==> src/rtl/cbu_pkg.sv <==
package cbu_pkg;
  localparam int XLEN   = 32;
  localparam int INSN_W = 16;
  localparam int SEL_W  = 4;

  localparam logic [SEL_W-1:0] CC_EQ  = 4'd0;
  localparam logic [SEL_W-1:0] CC_NE  = 4'd1;
  localparam logic [SEL_W-1:0] CC_LT  = 4'd2;
  localparam logic [SEL_W-1:0] CC_GT  = 4'd3;
  localparam logic [SEL_W-1:0] CC_LTU = 4'd4;
  localparam logic [SEL_W-1:0] CC_GTU = 4'd5;
  localparam logic [SEL_W-1:0] CC_GE  = 4'd6;
  localparam logic [SEL_W-1:0] CC_LE  = 4'd7;
  localparam logic [SEL_W-1:0] CC_GEU = 4'd8;
  localparam logic [SEL_W-1:0] CC_LEU = 4'd9;
  localparam logic [SEL_W-1:0] CC_LAST = CC_LEU;
endpackage

==> src/rtl/cbu_operand_latch.sv <==
module cbu_operand_latch #(
  parameter int W = 32
) (
  input  logic         clk,
  input  logic         rst_n,
  input  logic         ld_en,
  input  logic [W-1:0] in_a,
  input  logic [W-1:0] in_b,
  output logic [W-1:0] op_a,
  output logic [W-1:0] op_b
);
  logic [W-1:0] a_q, b_q, a_d, b_d;

  always_comb begin
    a_d = a_q;
    b_d = b_q;
    if (ld_en) begin
      a_d = in_a;
      b_d = in_b;
    end
  end

  always_ff @(posedge clk or negedge rst_n) begin
    if (!rst_n) begin
      a_q <= '0;
      b_q <= '0;
    end else begin
      a_q <= a_d;
      b_q <= b_d;
    end
  end

  assign op_a = a_q;
  assign op_b = b_q;

  AST_LATCH_HOLD: assert property (@(posedge clk) disable iff (!rst_n)
    !ld_en |=> ($stable(op_a) && $stable(op_b)));
  AST_LATCH_LOAD: assert property (@(posedge clk) disable iff (!rst_n)
    ld_en |=> (op_a == $past(in_a) && op_b == $past(in_b)));
endmodule

==> src/rtl/cbu_cond_eval.sv <==
module cbu_cond_eval
  import cbu_pkg::*;
#(
  parameter int W = 32
) (
  input  logic [W-1:0]     op_a,
  input  logic [W-1:0]     op_b,
  input  logic [SEL_W-1:0] sel,
  output logic             sel_ok,
  output logic             hit
);
  logic eq, ltu, lts;

  always_comb begin
    eq  = (op_a == op_b);
    ltu = (op_a < op_b);
    lts = ($signed(op_a) < $signed(op_b));
  end

  always_comb begin
    sel_ok = (sel <= CC_LAST);
    case (sel)
      CC_EQ:   hit = eq;
      CC_NE:   hit = !eq;
      CC_LT:   hit = lts;
      CC_GT:   hit = !lts && !eq;
      CC_LTU:  hit = ltu;
      CC_GTU:  hit = !ltu && !eq;
      CC_GE:   hit = !lts;
      CC_LE:   hit = lts || eq;
      CC_GEU:  hit = !ltu;
      CC_LEU:  hit = ltu || eq;
      default: hit = 1'b0;
    endcase
  end
endmodule

==> src/rtl/cbu_target_gen.sv <==
module cbu_target_gen #(
  parameter int W     = 32,
  parameter int OFS_W = 10,
  parameter int ILEN  = 2
) (
  input  logic [W-1:0]     pc,
  input  logic [OFS_W-1:0] ofs_field,
  output logic [W-1:0]     seq_pc,
  output logic [W-1:0]     tgt_pc
);
  localparam int EXT_W = W - OFS_W - 1;
  logic [W-1:0] disp;

  always_comb begin
    disp   = {{EXT_W{ofs_field[OFS_W-1]}}, ofs_field, 1'b0};
    seq_pc = pc + W'(ILEN);
    tgt_pc = seq_pc + disp;
  end
endmodule

==> src/rtl/cmp_branch_unit.sv <==
module cmp_branch_unit
  import cbu_pkg::*;
#(
  parameter int W     = XLEN,
  parameter int IW    = INSN_W,
  parameter int OFS_W = 10
) (
  input  logic          clk,
  input  logic          rst_n,
  input  logic          cmp_valid,
  input  logic [W-1:0]  cmp_a,
  input  logic [W-1:0]  cmp_b,
  input  logic          br_valid,
  input  logic [IW-1:0] br_opcode,
  input  logic [W-1:0]  pc,
  output logic [W-1:0]  next_pc,
  output logic          br_taken,
  output logic          br_illegal
);
  localparam int ILEN   = IW / 8;
  localparam int SEL_LO = OFS_W;
  localparam int SEL_HI = OFS_W + SEL_W - 1;

  logic [1:0]       rst_sync_q;
  logic             rst_core_n;
  logic [W-1:0]     op_a, op_b, seq_pc, tgt_pc;
  logic [SEL_W-1:0] sel;
  logic             sel_ok, hit, is_branch;

  always_ff @(posedge clk or negedge rst_n) begin
    if (!rst_n) rst_sync_q <= 2'b00;
    else        rst_sync_q <= {rst_sync_q[0], 1'b1};
  end
  assign rst_core_n = rst_sync_q[1];

  cbu_operand_latch #(.W(W)) u_latch (
    .clk(clk), .rst_n(rst_core_n), .ld_en(cmp_valid),
    .in_a(cmp_a), .in_b(cmp_b), .op_a(op_a), .op_b(op_b)
  );

  assign sel = br_opcode[SEL_HI:SEL_LO];

  cbu_cond_eval #(.W(W)) u_eval (
    .op_a(op_a), .op_b(op_b), .sel(sel), .sel_ok(sel_ok), .hit(hit)
  );

  cbu_target_gen #(.W(W), .OFS_W(OFS_W), .ILEN(ILEN)) u_tgt (
    .pc(pc), .ofs_field(br_opcode[OFS_W-1:0]), .seq_pc(seq_pc), .tgt_pc(tgt_pc)
  );

  always_comb begin
    is_branch  = br_valid && (br_opcode[IW-1:IW-2] == 2'b11);
    br_illegal = is_branch && !sel_ok;
    br_taken   = is_branch && sel_ok && hit;
    if (br_illegal)    next_pc = pc;
    else if (br_taken) next_pc = tgt_pc;
    else               next_pc = seq_pc;
  end

  AST_TAKEN_EXCL: assert property (@(posedge clk) disable iff (!rst_core_n)
    !(br_taken && br_illegal));
  AST_ILLEGAL_HOLD: assert property (@(posedge clk) disable iff (!rst_core_n)
    br_illegal |-> (next_pc == pc));
  AST_IDLE_SEQ: assert property (@(posedge clk) disable iff (!rst_core_n)
    !br_valid |-> (!br_taken && !br_illegal && next_pc == pc + W'(ILEN)));
  AST_EQ_MATCH: assert property (@(posedge clk) disable iff (!rst_core_n)
    (br_taken && sel == CC_EQ) |-> (op_a == op_b));
  AST_NOT_TAKEN_SEQ: assert property (@(posedge clk) disable iff (!rst_core_n)
    (is_branch && !br_taken && !br_illegal) |-> (next_pc == pc + W'(ILEN)));
endmodule

==> config.mk <==
export PLATFORM = sky130hd
export DESIGN_NAME = cmp_branch_unit
export DESIGN_NICKNAME = d
export VERILOG_FILES = /design/src/rtl/cbu_pkg.sv /design/src/rtl/cbu_operand_latch.sv /design/src/rtl/cbu_cond_eval.sv /design/src/rtl/cbu_target_gen.sv /design/src/rtl/cmp_branch_unit.sv
export SDC_FILE = /design/constraint.sdc
export NUM_CORES = 1
export LEC_CHECK = 0
export BUFFER_PORTS_ARGS = -buffer_cell sky130_fd_sc_hd__buf_2
export CORE_AREA = 2 2 107 109
export DETAILED_ROUTE_END_ITERATION = 8
export DIE_AREA = 0 0 109 111
export PLACE_DENSITY_LB_ADDON = 0.1
export SYNTH_ARGS = -nofsm -noshare
export SYNTH_HDL_FRONTEND = slang
export SYNTH_SLANG_ARGS = --single-unit
==> constraint.sdc <==
create_clock -name clk -period 9.95 [get_ports clk]
set_input_delay 0 -clock clk [delete_from_list [all_inputs] [get_ports clk]]
set_output_delay 0 -clock clk [all_outputs]
set_load 0.01 [all_outputs]
==> flow_metrics.tcl <==
set metrics [dict create \
    yosys_register_bits 66 \
    r2r_setup_slack_ns 8.98 \
    power_frac_comb_pct 31.2 \
    hold_violations 0 \
    required_ns 9.95 \
    cts-resized-gates 0 \
    critical_path.cell_chain "ha_1 -> nand4_1 -> nor4_2 -> o311a_1 -> nor3_1 -> mux2_4 -> mux2_4 -> o311ai_4 -> buf_4 -> and3_1 -> o21ai_1 -> xnor2_1 -> buf_2" \
    finalSetupViolations 0 \
    reg2regPathDepth 1 \
    hold_class "in2out" \
    hold_path.startpoint "pc[0]" \
    wire_per_inst_um 14.16 \
    p_int_uw 699.2 \
    peakVddDrop_uv 106.8 \
    synthTopCellsByCount "91 x nand2_1, 69 x o21ai_0, 66 x dfrtp_1" \
    drt-initial-drc-count 310 \
    drtPass1Iterations 5 \
    p_sw_share_pct 29.18 \
    yosys_warnings 0 \
    fillCellCount 865 \
    die-area_um2 12100 \
    initial_core_util_pct 53.62 \
    synthDominantCellAreaShare_pct 27.81 \
    final_net_count 1102 \
    syn_avg_cell_area_um2 8.238 \
    timing.final.crit_share_pct 42.83 \
    syn-num-nets 901 \
    synth.cell_area_um2 5939 \
    core_um2 11080 \
    p_seq_share_pct 30.9 \
    io_buffers 147 \
    cp_max_fo 64 \
    p_per_area_nw_per_um2 127.1 \
    via_per_inst 5.465 \
    reg2reg_from "rst_sync_q[1]$_DFF_PN0_" \
    drive_above_1_share_pct 22.44 \
    synth_top_cell_by_area "dfrtp_1" \
    timing.fmax_ghz 0.2347 \
    holdPathEnd "next_pc[0]" \
    clockPowerShare_pct 37.9 \
    criticalPathCategory "reg2out" \
    routabilityCongestion 0.8531 \
    syn_inst 721 \
    crit_buf_inv 2 \
    startpoint_type "flip-flop" \
    holdPathStages 0 \
    synth_area_leaders "dfrtp_1 28%, ha_1 13%, mux2_2 6.3%" \
    ios 150 \
    cts_setup_buffers 0 \
    grt_pass1_vias 5722 \
    drc 0 \
    r2r_end "u_latch.op_a[30]$_DFFE_PN0P_" \
    vias 5864 \
    slowest_stage "buf_4" \
    grt_overflow 0 \
    post-synth-top-count-cell "nand2_1" \
    cp_top_family "simple AND/OR/NAND/NOR gates" \
    timing.critical_path.mode_cell "mux2_4" \
    arrival_ns 4.26 \
    antenna_found_initial 2 \
    clk_latency_ns 0.33 \
    hold_buffers 66 \
    yosysSeqAreaShare_pct 27.81 \
    outcome "completed" \
    die_y_um 111 \
    multi_input_area_um2 3978 \
    async_flop_share_pct 100.0 \
    fin_tns_setup_ns 0 \
    switchingPower_uw 288.1 \
    cts_buffer_depth 2 \
    die_width_um 109 \
    drv_slew 0 \
    fin_skew_ns 0.004597 \
    hpwl_um 10820 \
    wl_um 15200 \
    seq_area_um2 1653 \
    ant_nets 0 \
    syn_to_final_growth_pct 30.82 \
    synth_edf_count 0 \
    track_usage_pct 25.78 \
    relSlewSlack_pct 39.89 \
    postLayoutCoreUtil_pct 70.15 \
    numCtsBuffers 9 \
    tightest_slew_ns 0.9017 \
    ys_types 60 \
    root_buffer "clkbuf_16" \
    grt_pass1_wl_um 25450 \
    h-tree-depth 3 \
    num_rows 39 \
    cap_violations 0 \
    rsz0062_at_grt "no" \
    path_clk_slew_ns 0.05 \
    leakagePower_nw 3.645 \
    cts_sinks 66 \
    period_needed_ns 4.261 \
    slowest_delay_ns 0.57 \
    grt_max_degree 97 \
    cp-end-kind "output pin" \
    tritoncts "done" \
    synthFlopType "dfrtp_1" \
]
==> kinds of logic after synthesis <==
logic type,Yosys count,share of synthesized area [%]
AO/OA/AOI/OAI,203,20.39
XOR/XNOR,54,7.963
adder cells (fa/ha/maj),64,13.61
buffers and inverters,74,5.224
flip-flops,66,27.81
multiplexers,46,8.616
other,1,0.06314
AND/OR/NAND/NOR,213,16.33
==> final cells by class <==
class                           instances  area share, %
Multi-Input combinational cell        581          51.19
Sequential cell                        66          21.27
Timing Repair Buffer                  216          18.26
Clock buffer                           12          3.301
Inverter                               48          2.319
Tap cell                              143          2.303
Clock inverter                          4          1.256
Antenna cell                            3        0.09662
==> worst max-delay path by stage <==
stage,start,to,slack [ns],cells past startpoint
floorplan,pc[1],next_pc[30],6.57,18
global placement,pc[1],next_pc[31],5.96,20
detailed placement,pc[1],next_pc[31],5.85,20
CTS,u_latch.op_a[31]$_DFFE_PN0P_,next_pc[31],5.68,13
global route,pc[1],next_pc[31],5.27,20
finish,u_latch.op_a[31]$_DFFE_PN0P_,next_pc[31],5.69,13
==> flip-flops by register name (all words and copies together) (netlist names) <==
name and cells:
rst_sync_q 2, u_latch.op_b 32, u_latch.op_a 32
==> power by group through the flow <==
stage / clock network (mW) / registers [mW] / logic (mW)
finish: 0.374 / 0.305 / 0.308
global route: 0.392 / 0.308 / 0.347
CTS: 0.379 / 0.305 / 0.306
detailed placement: 0 / 0.310 / 0.283
global placement: 0 / 0.308 / 0.276
floorplan: 0 / 0.309 / 0.200
==> cell usage in the layout, fill, tap and decap left out, types with 40 or more instances in the layout <==
cell / n
buf_2: 147
nand2_1: 91
o21ai_0: 69
dlygate4sd3_1: 66
a21oi_1: 65
dfrtp_1: 65
ha_1: 63
inv_1: 47
nor2_1: 45
xnor2_1: 40
==> routing by layer <==
layer  track usage [%]  vias up  share of wire (%)
li1                  -     2966                  -
met1             34.36     2714                 46
met2             43.27      162                 48
met3             5.409       22                5.5
met4             4.701        0                1.3
met5                 0        -                  0
==> metrics by stage <==
stage               worst slack, ns  area, um2  power (mW)  hold WS (ns)  cells
floorplan                     6.571       5939      0.5095       -0.2956    721
global placement              5.955       6748      0.5838       -0.2126    988
detailed placement            5.853       6748      0.5929       -0.2104    988
CTS                           5.681       7762      0.9901    0.00006862   1070
global route                  5.274       7765       1.047    0.00006187   1071
finish                        5.689       7770      0.9873    0.00001457   1073
Note: power is estimated with default switching activity, not from simulation.
